**config.mk**
```make
export PLATFORM = sky130hd
export DESIGN_NAME = fc_msg_sched
export DESIGN_NICKNAME = d
export VERILOG_FILES = /design/src/rtl/fc_pkg.sv /design/src/rtl/fc_chan_ctl.sv /design/src/rtl/fc_arb.sv /design/src/rtl/fc_rx_dec.sv /design/src/rtl/fc_msg_sched.sv
export SDC_FILE = /design/constraint.sdc
export NUM_CORES = 1
export LEC_CHECK = 0
export BUFFER_PORTS_ARGS = -buffer_cell sky130_fd_sc_hd__buf_2
export CORE_MARGIN = 10
export CORE_UTILIZATION = 30
export DETAILED_ROUTE_END_ITERATION = 8
export SLEW_MARGIN = 20
export SYNTH_ARGS = -nofsm -noshare
export SYNTH_HDL_FRONTEND = slang
export SYNTH_HIERARCHICAL = 1
export SYNTH_SLANG_ARGS = --single-unit
export TNS_END_PERCENT = 10
```
**constraint.sdc**
```tcl
create_clock -name clk -period 3.7 [get_ports clk]
set_input_delay 1.11 -clock clk [delete_from_list [all_inputs] [get_ports clk]]
set_output_delay 1.11 -clock clk [all_outputs]
set_load 0.02 [all_outputs]
```
**src/rtl/fc_pkg.sv**
```systemverilog
package fc_pkg;
   localparam int N_CH   = 2;
   localparam int CH_REG = 0;
   localparam int CH_PRI = 1;
   localparam int TIME_W = 8;

   typedef struct packed {
      logic breach;
      logic retx;
   } fc_stat_t;
endpackage

```
**src/rtl/fc_chan_ctl.sv**
```systemverilog
module fc_chan_ctl #(
   parameter int FILL_W  = 7,
   parameter int THRESH  = 48,
   parameter int REFRESH = 256
) (
   input  logic              clk,
   input  logic              rst_n,
   input  logic [FILL_W-1:0] fill,
   input  logic              gnt,
   output logic              pend,
   output fc_pkg::fc_stat_t  stat
);
   localparam int TMR_W = (REFRESH > 2) ? $clog2(REFRESH) : 1;
   localparam logic [TMR_W-1:0] TMR_LAST = TMR_W'(REFRESH - 1);

   logic             over;
   logic             lvl_q;
   logic [TMR_W-1:0] tmr;

   always_comb over = (fill > FILL_W'(THRESH));

   always_ff @(posedge clk or negedge rst_n) begin
      if (!rst_n) begin
         lvl_q       <= 1'b0;
         pend        <= 1'b0;
         tmr         <= '0;
         stat        <= '0;
      end else begin
         lvl_q       <= over;
         stat.breach <= over & ~lvl_q;
         stat.retx   <= 1'b0;
         if (!over) begin
            pend <= 1'b0;
            tmr  <= '0;
         end else if (!lvl_q) begin
            pend <= 1'b1;
            tmr  <= '0;
         end else if (gnt) begin
            pend <= 1'b0;
            tmr  <= '0;
         end else if (pend) begin
            tmr  <= '0;
         end else if (tmr == TMR_LAST) begin
            pend      <= 1'b1;
            stat.retx <= 1'b1;
            tmr       <= '0;
         end else begin
            tmr <= tmr + 1'b1;
         end
      end
   end
endmodule

```
**src/rtl/fc_arb.sv**
```systemverilog
module fc_arb #(
   parameter int N = 2
) (
   input  logic [N-1:0]         req,
   input  logic                 gnt_in,
   output logic                 any,
   output logic [$clog2(N)-1:0] sel,
   output logic [N-1:0]         gnt_out
);
   localparam int SEL_W = $clog2(N);

   always_comb begin
      any = 1'b0;
      sel = '0;
      for (int i = 0; i < N; i++) begin
         if (req[i]) begin
            any = 1'b1;
            sel = SEL_W'(i);
         end
      end
   end

   for (genvar g = 0; g < N; g++) begin : g_gnt
      assign gnt_out[g] = gnt_in & any & (sel == SEL_W'(g));
   end
endmodule

```
**src/rtl/fc_rx_dec.sv**
```systemverilog
module fc_rx_dec #(
   parameter int TIME_W = 8
) (
   input  logic              clk,
   input  logic              rst_n,
   input  logic              fc_on,
   input  logic              vld,
   input  logic              chan,
   input  logic [TIME_W-1:0] tval,
   output logic              reg_vld,
   output logic              pri_vld,
   output logic [TIME_W-1:0] tout,
   output logic              err
);
   always_ff @(posedge clk or negedge rst_n) begin
      if (!rst_n) begin
         reg_vld <= 1'b0;
         pri_vld <= 1'b0;
         tout    <= '0;
         err     <= 1'b0;
      end else begin
         reg_vld <= vld & fc_on & ~chan;
         pri_vld <= vld & fc_on & chan;
         err     <= vld & ~fc_on;
         if (vld) tout <= tval;
      end
   end
endmodule

```
**src/rtl/fc_msg_sched.sv**
```systemverilog
module fc_msg_sched
   import fc_pkg::*;
#(
   parameter int FILL_W  = 7,
   parameter int THRESH  = 48,
   parameter int REFRESH = 256
) (
   input  logic              clk,
   input  logic              rst_n,
   input  logic              fc_on,
   input  logic [FILL_W-1:0] reg_fill,
   input  logic [FILL_W-1:0] pri_fill,
   input  logic [7:0]        reg_pause,
   input  logic [7:0]        pri_pause,
   output logic              msg_req,
   output logic              msg_chan,
   output logic [7:0]        msg_time,
   input  logic              msg_gnt,
   output logic              reg_breach_pls,
   output logic              pri_breach_pls,
   output logic              reg_retx_pls,
   output logic              pri_retx_pls,
   input  logic              rx_msg_vld,
   input  logic              rx_msg_chan,
   input  logic [7:0]        rx_msg_time,
   output logic              rx_reg_vld,
   output logic              rx_pri_vld,
   output logic [7:0]        rx_time,
   output logic              rx_fc_err
);
   localparam int SEL_W = $clog2(N_CH);

   if (THRESH >= (2 ** FILL_W)) begin : g_chk_thresh
      $error("THRESH does not fit in FILL_W bits");
   end
   if (REFRESH < 2) begin : g_chk_refresh
      $error("REFRESH must be at least 2");
   end

   logic [FILL_W-1:0] fill_a  [N_CH];
   logic [7:0]        pause_a [N_CH];
   logic [N_CH-1:0]   pend;
   logic [N_CH-1:0]   gnt_v;
   fc_stat_t          stat    [N_CH];
   logic              arb_any;
   logic [SEL_W-1:0]  arb_sel;

   assign fill_a[CH_REG]  = reg_fill;
   assign fill_a[CH_PRI]  = pri_fill;
   assign pause_a[CH_REG] = reg_pause;
   assign pause_a[CH_PRI] = pri_pause;

   for (genvar c = 0; c < N_CH; c++) begin : g_ch
      fc_chan_ctl #(
         .FILL_W (FILL_W),
         .THRESH (THRESH),
         .REFRESH(REFRESH)
      ) u_ctl (
         .clk  (clk),
         .rst_n(rst_n),
         .fill (fill_a[c]),
         .gnt  (gnt_v[c]),
         .pend (pend[c]),
         .stat (stat[c])
      );
   end

   fc_arb #(.N(N_CH)) u_arb (
      .req    (pend),
      .gnt_in (msg_gnt),
      .any    (arb_any),
      .sel    (arb_sel),
      .gnt_out(gnt_v)
   );

   assign msg_req        = arb_any;
   assign msg_chan       = arb_any & (arb_sel == SEL_W'(CH_PRI));
   assign msg_time       = arb_any ? pause_a[arb_sel] : 8'h00;
   assign reg_breach_pls = stat[CH_REG].breach;
   assign pri_breach_pls = stat[CH_PRI].breach;
   assign reg_retx_pls   = stat[CH_REG].retx;
   assign pri_retx_pls   = stat[CH_PRI].retx;

   fc_rx_dec #(.TIME_W(TIME_W)) u_rx (
      .clk    (clk),
      .rst_n  (rst_n),
      .fc_on  (fc_on),
      .vld    (rx_msg_vld),
      .chan   (rx_msg_chan),
      .tval   (rx_msg_time),
      .reg_vld(rx_reg_vld),
      .pri_vld(rx_pri_vld),
      .tout   (rx_time),
      .err    (rx_fc_err)
   );
endmodule

```
==> key figures, run 1 <==
Worst setup path
  – WS Path Type: flop to output pin
  – Critical path data arrival time: 1.61 ns
  – Kind of start point of the critical path: flop
  – Required arrival time at the worst endpoint: 2.59 ns
  – Maximum fanout encountered on the critical timing path: 13
  – Worst r2r path cells: 4
  – Crit path capture type: output pin

Clock network
  – Root Driver: clkbuf_8
  – Post-cts repair resize count: 0
  – Clock net sink count: 35
  – Cts bufs inserted: 5
  – Post CTS Setup Buffer Count: 0
  – CTS tree: yes
  – Cts-stage hold buffer count: 0
  – Clk slew on worst S/H paths: roughly 0.07 ns
  – Number of buffers between clock root and the deepest sink: 2
  – Max H-tree Level: 2
  – Worst-Skew Late Latency: 0.28 ns

Placement
  – Estimated wirelength of the detail-placed design: 2.92 mm
  – Placed Instance Area: 2120 um2
  – Global placer's final weighted congestion: 0.739
  – Count of port buffers added during placement: 68

Floorplanning
  – Std-Cell Rows: 27
  – Die area: 9150 um2
  – Initial Utilization: 0.310
  – Ports: 69
  – Core footprint: between 5000 and 6000 um2
  – Die boundary width: 95.7 um
  – Die Span Y: around 96 um

Hold path
  – Hold Path Depth: 1
  – Worst hold path type: flop to flop

Drt
  – Count of antenna-violating nets left after detailed routing: 0
  – Drt initial violations: 47
  – Final wirelength: 3.79 mm
  – Pre-antenna DRT Iters: 4
  – Routed wire length per instance: 13.0 um
  – Remaining DRCs: 0
  – Via count: 1319
  – Vias per cell: 4.52

Timing
  – Remaining max-slew budget at the tightest pin: 0.484
  – Final worst path period share: 0.736
  – Fin crit period: around 2.7 ns
  – Number of endpoints failing setup at the final stage: 0
  – Fmax achieved: 367 MHz
  – Final clock skew: 0.00334 ns
  – Final Hold Slack: 0.442 ns
  – Setup TNS Final: 0 ns
  – Worst Tran Pin Value: around 0.77 ns
  – Final number of max-transition violations: 0
  – RSZ-0062 raised after global routing: no
  – Final count of hold timing violations: 0

Global routing
  – Number of antenna violations at the first check in global routing: 0
  – Pin count of the biggest net entering global routing: 36
  – GRT Total Usage: 0.0830
  – Vias in the first global route: 1384
  – GRT Residual Overflow: 0
  – First-pass GRT wire length: 6.13 mm

Final layout
  – Share of layout cells above drive strength 1: 0.414
  – Area growth from synthesis to final layout: 28.0%
  – Layout net count: approximately 270
  – Fin area: roughly 2200 um2
  – Fillers: 545
  – Total inserted antenna cells: 0
  – Util after Layout: 0.397
  – Leading cell type in the layout, fill and taps excluded: buf_2
  – Commonest cells after routing, fill and taps aside: 68 x buf_2, 35 x dfrtp_1, 11 x nor2b_1, 10 x nor2_1

Power
  – Worst-case vdd ir drop: 185 uV
  – Cell area power density: 387 nW/um2
  – Leakage component of the power: approximately 1.0 nW

Job
  – Number of max-cap violations: 0

Synthesis
  – Number of standard cells after synthesis: 147
  – Post-synthesis cell type count: 33
  – Warning count from the yosys run: 6
  – Syn nets: 193
  – Yosys reg bits: 35
  – Sequential cell area fraction in the yosys report: 0.510
  – Avg Synthesized Cell Area: 11.7 um2
  – Combined area of all synthesized cells: about 1700 um2

Run status
  – Result of the run: finished clean
==> path summary, 6_finish.rpt <==
check | slack (ns) | endpoint | startpoint
hold / removal | 0.44 | g_ch[1].u_ctl/stat[1] | g_ch[1].u_ctl/lvl_q
setup / recovery | 0.98 | msg_chan | g_ch[1].u_ctl/pend
min in group asynchronous | 0.90 | u_rx/tout[1] | rst_n
setup reg to reg | 2.15 | g_ch[1].u_ctl/pend | g_ch[1].u_ctl/tmr[0]
max in group asynchronous | 2.31 | g_ch[0].u_ctl/stat[0] | rst_n
hold reg to reg | 0.44 | g_ch[1].u_ctl/stat[1] | g_ch[1].u_ctl/lvl_q
==> worst max-delay path, cell delays in order (launching register included) <==
cell	delay [ns]
dfrtp_1	0.67
or2_1	0.32
and2_2	0.19
buf_2	0.16
==> logic make-up (layout without fill, tap and decap cells) <==
| group | Yosys count | in the layout | synth area share |
|---|---|---|---|
| DFF | 35 | 35 | 0.510 |
| buffers and inverters | 11 | 84 | 0.0350 |
| adders and majority gates | 2 | 2 | 0.0146 |
| AOI/OAI and AO/OA | 20 | 20 | 0.0976 |
| xor gates and xnor gates | 6 | 6 | 0.0306 |
| muxes | 16 | 16 | 0.114 |
| and+or+nand+nor | 57 | 57 | 0.198 |
==> routing by layer <==
layer	wire length (um)	GRT usage
met1	1560	0.0944
met2	1650	0.126
met3	525	0.0495
met4	57	0.0307
met5	0	0
==> synth_stat cells <==
cell type | instances | area (um2)
ha_1 | 2 | 25.0
mux2_2 | 1 | 11.3
xor2_1 | 4 | 35.0
nand3_1 | 4 | 20.0
or2_1 | 1 | 6.26
nor2_1 | 10 | 37.5
nor3_2 | 2 | 20.0
a21oi_1 | 2 | 10.0
xnor2_1 | 2 | 17.5
o2111ai_4 | 2 | 52.6
a31oi_1 | 2 | 12.5
a211oi_1 | 4 | 30.0
a21o_1 | 2 | 15.0
nand4_1 | 2 | 12.5
dfrtp_1 | 35 | 876
nor3b_1 | 2 | 15.0
a221oi_1 | 2 | 17.5
buf_6 | 2 | 22.5
and3b_1 | 2 | 17.5
nand3_2 | 2 | 20.0
nand2_1 | 6 | 22.5
mux2_4 | 7 | 105
inv_1 | 8 | 30.0
buf_4 | 1 | 7.51
o21ai_0 | 6 | 30.0
and2_2 | 1 | 7.51
and3_1 | 1 | 6.26
mux2i_1 | 8 | 80.1
and2_1 | 1 | 6.26
nor3_1 | 4 | 20.0
nor2b_1 | 11 | 68.8
or4_4 | 2 | 22.5
or3_1 | 6 | 37.5
==> area by class of cell <==
| class | count | area (um2) | share of cell area |
|---|---|---|---|
| clock inverter | 1 | 5.00 | 0.00228 |
| timing repair buffer | 68 | 340 | 0.155 |
| clock buffer | 7 | 76.3 | 0.0347 |
| inverter | 8 | 30.0 | 0.0137 |
| tap | 72 | 90.1 | 0.0410 |
| sequential | 35 | 876 | 0.398 |
| multi-input combinational | 101 | 782 | 0.356 |
==> registers in the layout, summed over array words and instances (netlist names) <==
register / flops
u_rx/err: 1
u_rx/pri_vld: 1
g_ch.u_ctl/tmr: 16
g_ch.u_ctl/stat: 4
u_rx/reg_vld: 1
g_ch.u_ctl/pend: 2
u_rx/tout: 8
g_ch.u_ctl/lvl_q: 2
==> metrics by stage <==
stage                     setup WS, ns  power, W  instances
final                            0.977  0.000852        292
after global routing             0.825  0.000903        292
after CTS                        0.951  0.000870        292
after detailed placement          1.05  0.000598        284
after global placement            1.05  0.000596        284
after floorplan                   1.11  0.000532        147
==> where the power goes <==
part / switching [W] / internal, W
combinational: 0.0000933 / 0.0000761
clock: 0.000132 / 0.000132
sequential: 0.0000160 / 0.000402
Note: power is estimated with default switching activity, not from simulation.
==> inputs of run 2 (changes only) <==
--- a/config.mk
+++ b/config.mk
@@ -5,6 +5,7 @@
 export SDC_FILE = /design/constraint.sdc
 export NUM_CORES = 1
 export LEC_CHECK = 0
+export ABC_AREA = 1
 export BUFFER_PORTS_ARGS = -buffer_cell sky130_fd_sc_hd__buf_2
 export CORE_MARGIN = 10
 export CORE_UTILIZATION = 30
==> constraint.sdc (replaced) <==
create_clock -name clk -period 2.86 [get_ports clk]
set_input_delay 0.858 -clock clk [delete_from_list [all_inputs] [get_ports clk]]
set_output_delay 0.858 -clock clk [all_outputs]
set_load 0.02 [all_outputs]
==> run 2 against run 1 <==
Effect of this change:
- worst hold slack gained 0.029 ns
- sequential cell count is the same
- register-to-register slack lost 0.61 ns
- synthesized area grew 8.5%
- clock power grew 100%
- highest routed layer unchanged
- die area grew 6.7%
==> key figures, run 2 <==
Final layout
  – Register bank with the most flops: g_ch.u_ctl/tmr
  – Total inserted antenna cells: 0 (unchanged)
  – Area growth from synthesis to final layout: 28.5%
  – Registers with the highest flip-flop counts: g_ch.u_ctl/tmr (16), u_rx/tout (8), g_ch.u_ctl/stat (4)
  – Share of layout cells above drive strength 1: 0.365 (-0.0482)
  – Util after Layout: 0.400 (+0.00294)
  – Flip-flop count of the largest register, all copies and words added: 16 (unchanged)
  – Layout net count: 346 (+31%)
  – Layout Cells excl Fill: 376 (+29%)
  – Commonest cells after routing, fill and taps aside: 68 x nand2_1, 68 x buf_2, 35 x inv_1, 35 x dfrtp_1, 34 x nor2_1

Clock network
  – Post CTS Setup Buffer Count: 0 (unchanged)
  – Worst-Skew Late Latency: 0.29 ns (about the same)
  – Post-cts repair resize count: 0 (unchanged)
  – Number of buffers between clock root and the deepest sink: 2 (unchanged)
  – Clock net sink count: 35 (unchanged)
  – Max H-tree Level: 2 (unchanged)
  – Clk slew on worst S/H paths: 0.07 ns (about the same)
  – Root Driver: clkbuf_8
  – Cts bufs inserted: 5 (unchanged)
  – Cts-stage hold buffer count: 0 (unchanged)
  – CTS tree: yes

Drt
  – Via count: 1525 (+16%)
  – Routed wire length per instance: 10.7 um (-18%)
  – Final wirelength: 4.01 mm (+5.8%)
  – Count of antenna-violating nets left after detailed routing: 0 (unchanged)
  – Drt initial violations: 76 (+62%)
  – Pre-antenna DRT Iters: 4 (unchanged)
  – Remaining DRCs: 0 (unchanged)
  – Vias per cell: 4.06 (-10%)

Floorplanning
  – Initial Utilization: 0.311 (+0.00112)
  – Core footprint: 5990 um2 (+8.1%)
  – Ports: 69 (unchanged)
  – Die area: 9770 um2 (+6.7%)
  – Die Span Y: 98.8 um (+3.3%)
  – Die boundary width: 98.8 um (+3.3%)
  – Std-Cell Rows: 28 (+3.7%)

Synthesis
  – Simple-gate share of the synthesized area: 0.350 (+0.152)
  – Number of standard cells after synthesis: 229 (+56%)
  – Top post-synthesis cells by count: 68 x nand2_1, 35 x dfrtp_1, 35 x inv_1
  – Area share of the largest cell type after synthesis: 0.470 (-0.0400)
  – Leading register cell type out of synthesis: dfrtp_1
  – Sequential cell area fraction in the yosys report: 0.470 (-0.0400)
  – Post-synthesis cell type count: 21 (-36%)
  – Combined area of all synthesized cells: 1860 um2 (+8.5%)
  – Synth Area in Adders: 0.0134 (-0.00114)
  – Yosys reg bits: 35 (unchanged)
  – Mux cell area share after synthesis: 0 (-0.114)
  – Complex-gate fraction of the synthesized area: 0.0228 (-0.0748)
  – Syn nets: 275 (+42%)
  – Avg Synthesized Cell Area: 8.14 um2 (-30%)
  – Xor and xnor fraction of the mapped netlist area: 0.0470 (+0.0164)
  – EDFF count, synth: 0 (unchanged)
  – Combinational family with the most area after synthesis: simple AND/OR/NAND/NOR gates
  – Warning count from the yosys run: 6 (unchanged)
  – Cell taking the most area after synthesis: dfrtp_1
  – Ys async rst share: 1.00 (unchanged)
  – Most numerous cell in the Yosys netlist: nand2_1
  – Top cells by area, synth: dfrtp_1 47%, nand2_1 14%, inv_1 7.0%

Worst setup path
  – Crit path capture type: output pin
  – Kind of start point of the critical path: flop
  – Required arrival time at the worst endpoint: 2.00 ns (-0.59 ns)
  – WS Path Type: flop to output pin
  – Critical path data arrival time: 1.46 ns (-0.15 ns)
  – Register-to-register setup slack: 1.54 ns (-0.61 ns)
  – Maximum fanout encountered on the critical timing path: 10 (-3)

Timing
  – RSZ-0062 raised after global routing: no
  – Worst Tran Pin Value: 0.774 ns (-0.000117 ns)
  – Remaining max-slew budget at the tightest pin: 0.484 (about the same)
  – Final worst slack: 0.538 ns (-0.438 ns)
  – Setup TNS Final: 0 ns (unchanged)
  – Number of endpoints failing setup at the final stage: 0 (unchanged)
  – Fmax achieved: around 430 MHz
  – Final clock skew: 0.00421 ns (+0.000879 ns)
  – Final count of hold timing violations: 0 (unchanged)
  – Final worst path period share: 0.812
  – Final Hold Slack: 0.472 ns (+0.0293 ns)
  – Final number of max-transition violations: 0 (unchanged)
  – Fin crit period: around 2.3 ns

Power
  – Worst-case vdd ir drop: 358 uV (+93%)
  – Cell area power density: 554 nW/um2 (+43%)
  – Leakage component of the power: 1.31 nW (+25%)

Placement
  – Placed cells: 368 (+30%)
  – Estimated wirelength of the detail-placed design: 3.17 mm (+8.5%)
  – Count of port buffers added during placement: 68 (unchanged)
  – Global placer's final weighted congestion: 0.739 (about the same)
  – Worst slack at placement: 0.672 ns (-0.373 ns)

Global routing
  – Number of antenna violations at the first check in global routing: 0 (unchanged)
  – Vias in the first global route: 1659 (+20%)
  – Pin count of the biggest net entering global routing: 36 (unchanged)
  – GRT Residual Overflow: 0 (unchanged)
  – First-pass GRT wire length: 7.27 mm (+19%)
  – GRT Total Usage: 0.0868 (+0.00379)

Job
  – Number of max-cap violations: 0 (unchanged)

Run status
  – Result of the run: finished clean

Hold path
  – Worst hold path type: flop to flop
-- run 2: cell count changes after synthesis, moves of 4 or more --
cell / previous run / this run
nor2_4: 0 / 4
nor2_2: 0 / 14
nand2_2: 0 / 8
nand2_1: 6 / 68
o21ai_0: 6 / 0
nor2b_1: 11 / 0
nor3_1: 4 / 0
mux2_4: 7 / 0
nor2_1: 10 / 34
mux2i_1: 8 / 0
or3_1: 6 / 0
inv_1: 8 / 35
a211oi_1: 4 / 0
-- run 2: layer usage --
metal | vias up | global-route usage | share of wire
met3 | 2 | 0.0524 | 0.13
li1 | 804 | - | -
met1 | 654 | 0.103 | 0.47
met4 | 0 | 0.0232 | 0.0015
met5 | - | 0 | 0
met2 | 65 | 0.129 | 0.39
-- run 2: worst max-delay path, stage by stage (launching register included) --
cell	delay (ns)
dfrtp_1	0.44
or2_1	0.38
nand2_1	0.09
nor2_1	0.09
buf_2	0.18
-- run 2: stage by stage --
| stage | area [um2] | total power, W |
|---|---|---|
| 2_1_floorplan | 1860 | 0.000716 |
| 3_3_place_gp | 2260 | 0.000804 |
| 3_5_place_dp | 2260 | 0.000806 |
| 4_1_cts | 2400 | 0.00135 |
| 5_1_grt | 2400 | 0.00141 |
| 6_report | 2400 | 0.00133 |
-- run 2: path summary, 6_finish.rpt --
path                                              to                 start  cells past startpoint
max in group asynchronous         g_ch[1].u_ctl/pend                 rst_n                      1
worst max-delay path                     msg_time[3]    g_ch[0].u_ctl/pend                      4
worst max register to register  g_ch[0].u_ctl/tmr[3]  g_ch[0].u_ctl/tmr[0]                      6
worst min register to register          u_rx/tout[3]          u_rx/tout[3]                      2
min in group asynchronous       g_ch[0].u_ctl/tmr[3]                 rst_n                      1
worst min-delay path                    u_rx/tout[3]          u_rx/tout[3]                      2
-- run 2: final cells by class --
class / instances / area (um2)
Timing Repair Buffer: 69 / 348
Inverter: 36 / 135
Clock inverter: 3 / 67.6
Clock buffer: 5 / 68.8
Tap cell: 75 / 93.8
Sequential cell: 35 / 876
Fill cell: 613 / 3590
Multi-Input combinational cell: 153 / 807
-- run 2: where the power goes --
group          internal, W  switching (W)
Clock             0.000348       0.000188
Sequential        0.000519      0.0000153
Combinational    0.0000917       0.000166
-- run 2: cell families after synthesis --
kind of cell	Yosys count
buffers and inverters	41
adders and majority gates	2
xor gates and xnor gates	10
DFF	35
and+or+nand+nor	137
AOI/OAI and AO/OA	4
==> inputs of run 3 (changes only) <==
==> constraint.sdc (replaced) <==
create_clock -name clk -period 1.9 [get_ports clk]
set_input_delay 0.57 -clock clk [delete_from_list [all_inputs] [get_ports clk]]
set_output_delay 0.57 -clock clk [all_outputs]
set_load 0.02 [all_outputs]
==> run 3 against run 2 <==
Effect of this change:
- total power grew 42%
- critical path depth is the same
- global-route usage shrank 0.40 points
- clock power grew 26%
- core utilization grew 0.13 points
- worst hold slack lost 0.16 ns
- clock skew grew 0.0040 ns
- die area is the same
- routed wire length shrank 1.0%
- combinational power grew 58%
- non-clock buffer count grew 3
- largest cell class unchanged
- largest power group is now registers
==> key figures, run 3 (synthesized netlist as in run 2, its figures left out) <==
Worst setup path
  – Required arrival time at the worst endpoint: 1.33 ns (-0.67 ns)
  – Kind of start point of the critical path: flop
  – Crit path capture type: output pin
  – Crit path max-delay family: simple AND/OR/NAND/NOR gates
  – Series of cell instances along the critical path: or2_4, nand2_1, nor2_1, buf_2
  – Cell with the largest stage delay on the worst path: dfrtp_1
  – Bufs and invs on worst path: 1 (unchanged)
  – WS Path Type: flop to output pin
  – Maximum fanout encountered on the critical timing path: 10 (unchanged)
  – Critical path's largest stage delay: 0.41 ns (-0.03 ns)
  – Critical path data arrival time: 1.26 ns (-0.20 ns)

Job
  – Number of max-cap violations: 0 (unchanged)

Timing
  – Final worst path period share: 0.963
  – Final clock skew: 0.00818 ns (+0.00397 ns)
  – Fmax achieved: approximately 550 MHz
  – Final worst slack: 0.0696 ns (-0.469 ns)
  – Final Hold Slack: 0.308 ns (-0.164 ns)
  – Worst Tran Pin Value: 0.446 ns (-0.328 ns)
  – RSZ-0062 raised after global routing: yes
  – Final count of hold timing violations: 0 (unchanged)
  – Number of endpoints failing setup at the final stage: 0 (unchanged)
  – Final number of max-transition violations: 0 (unchanged)
  – Fin crit period: 1.83 ns
  – Remaining max-slew budget at the tightest pin: 0.703 (+0.219)

Final layout
  – Register bank with the most flops: g_ch.u_ctl/tmr
  – Commonest cells after routing, fill and taps aside: 68 x nand2_1, 67 x buf_2, 35 x inv_1, 35 x dfrtp_1, 34 x nor2_1
  – Leading cell type in the layout, fill and taps excluded: nand2_1
  – Layout net count: 349 (+0.87%)
  – Fin area: 2400 um2 (+0.31%)
  – Share of layout cells above drive strength 1: 0.375 (+0.00955)
  – Area growth from synthesis to final layout: 28.9%
  – Registers with the highest flip-flop counts: g_ch.u_ctl/tmr (16), u_rx/tout (8), g_ch.u_ctl/stat (4)
  – Flip-flop count of the largest register, all copies and words added: 16 (unchanged)
  – Total inserted antenna cells: 0 (unchanged)

Power
  – Internal power of the cells: 0.00133 W (+38%)
  – Cell area power density: 783 nW/um2 (+41%)
  – Sequential power share: 0.426 (+0.024)
  – Worst-case vdd ir drop: 419 uV (+17%)
  – Combinational Power Share: 0.216 (+0.022)
  – Sw Share: 0.296 (+0.0174)
  – Leakage component of the power: 1.32 nW (+0.87%)
  – Clock share of power: 0.358 (-0.046)
  – Net Switching: 0.000557 W (+51%)
  – Sum of internal, switching and leakage power: 0.00188 W (+42%)

Drt
  – Final wirelength: 3.96 mm (-1.0%)
  – Drt initial violations: 55 (-28%)
  – Count of antenna-violating nets left after detailed routing: 0 (unchanged)
  – Pre-antenna DRT Iters: 4 (unchanged)
  – Remaining DRCs: 0 (unchanged)
  – Vias per cell: 3.99 (-1.5%)
  – Routed wire length per instance: 10.5 um (-1.8%)
  – Via count: 1514 (-0.72%)

Clock network
  – Clock net sink count: 35 (unchanged)
  – Cts bufs inserted: 5 (unchanged)
  – Cts-stage hold buffer count: 0 (unchanged)
  – Number of buffers between clock root and the deepest sink: 2 (unchanged)
  – CTS tree: yes
  – Worst-Skew Late Latency: 0.29 ns (about the same)
  – Clk slew on worst S/H paths: 0.08 ns (about the same)
  – Root Driver: clkbuf_8
  – Max H-tree Level: 2 (unchanged)

Floorplanning
  – Die Span Y: 98.8 um (unchanged)
  – Die boundary width: 98.8 um (unchanged)
  – Core footprint: 5990 um2 (unchanged)
  – Ports: 69 (unchanged)
  – Initial Utilization: 0.311 (unchanged)
  – Std-Cell Rows: 28 (unchanged)
  – Die area: 9770 um2 (unchanged)

Global routing
  – Vias in the first global route: 1556 (-6.2%)
  – First-pass GRT wire length: 6.87 mm (-5.5%)
  – Number of antenna violations at the first check in global routing: 1 (+1)
  – GRT Residual Overflow: 0 (unchanged)
  – Pin count of the biggest net entering global routing: 36 (unchanged)
  – GRT Total Usage: 0.0829 (-0.00395)

Placement
  – Global placer's final weighted congestion: 0.793 (+7.2%)
  – Worst slack at placement: 0.226 ns (-0.445 ns)
  – Placed Instance Area: 2270 um2 (+0.66%)
  – Estimated wirelength of the detail-placed design: 3.14 mm (-0.85%)
  – Count of port buffers added during placement: 68 (unchanged)

Run status
  – Result of the run: finished clean

Hold path
  – Worst hold path type: primary input to asynchronous set/reset pin
[run 3: changes by cell type in the layout (fill, tap and decap cells not counted), sizes merged]
cell,delta
buf,+3
bufinv,-1
clkinv,+2
clkinvlp,-1
[run 3: worst paths after layout]
kind / cells past startpoint / endpoint / start / slack (ns)
hold reg to reg: 2 / u_rx/tout[5] / u_rx/tout[5] / 0.47
min in group clk: 2 / u_rx/err / fc_on / 0.44
hold / removal: 2 / u_rx/tout[2] / rst_n / 0.31
setup reg to reg: 6 / g_ch[1].u_ctl/tmr[6] / g_ch[1].u_ctl/tmr[0] / 0.60
max in group asynchronous: 2 / g_ch[0].u_ctl/tmr[0] / rst_n / 1.27
setup / recovery: 4 / msg_time[0] / g_ch[1].u_ctl/pend / 0.07
[run 3: area by class of cell]
cell class / instances / area [um2]
Fill cell: 617 / 3590
Sequential cell: 35 / 876
Multi-Input combinational cell: 153 / 810
Timing Repair Buffer: 72 / 377
Inverter: 36 / 135
Tap cell: 75 / 93.8
Clock buffer: 5 / 68.8
Clock inverter: 3 / 43.8
[run 3: layer usage]
layer	global-route usage	share of wire	up-vias
met5	0	0	-
met4	0.0298	0.015	0
met3	0.0531	0.13	6
met2	0.118	0.38	64
met1	0.0979	0.47	633
li1	-	-	811
[run 3: power by group through the flow]
stage	combinational [W]	clock (W)	sequential (W)
after floorplan	0.000233	0	0.000845
after global placement	0.000396	0	0.000818
after detailed placement	0.000400	0	0.000818
after CTS	0.000411	0.000694	0.000801
after global routing	0.000458	0.000717	0.000807
final	0.000408	0.000673	0.000802
[run 3: worst reg2reg max path, cell delays in order, from the launching register on]
cell,delay (ns)
dfrtp_1,0.42
ha_1,0.24
nand2_2,0.10
nor2_4,0.05
a21oi_4,0.17
nand3_4,0.14
nor2_2,0.11
[run 3: through the flow]
step	util	setup TNS, ns	cells
finish	0.401	0	379
global route	0.401	-0.00657	379
CTS	0.400	0	379
detailed placement	0.380	0	370
global placement	0.380	0	370
floorplan	-	0	229
[run 3: repair_timing]
action,in CTS,in global routing
endpoints found under the hold margin,0,0
setup buffers,1,0
endpoints found under the setup margin,10,7
resized for setup,1,2
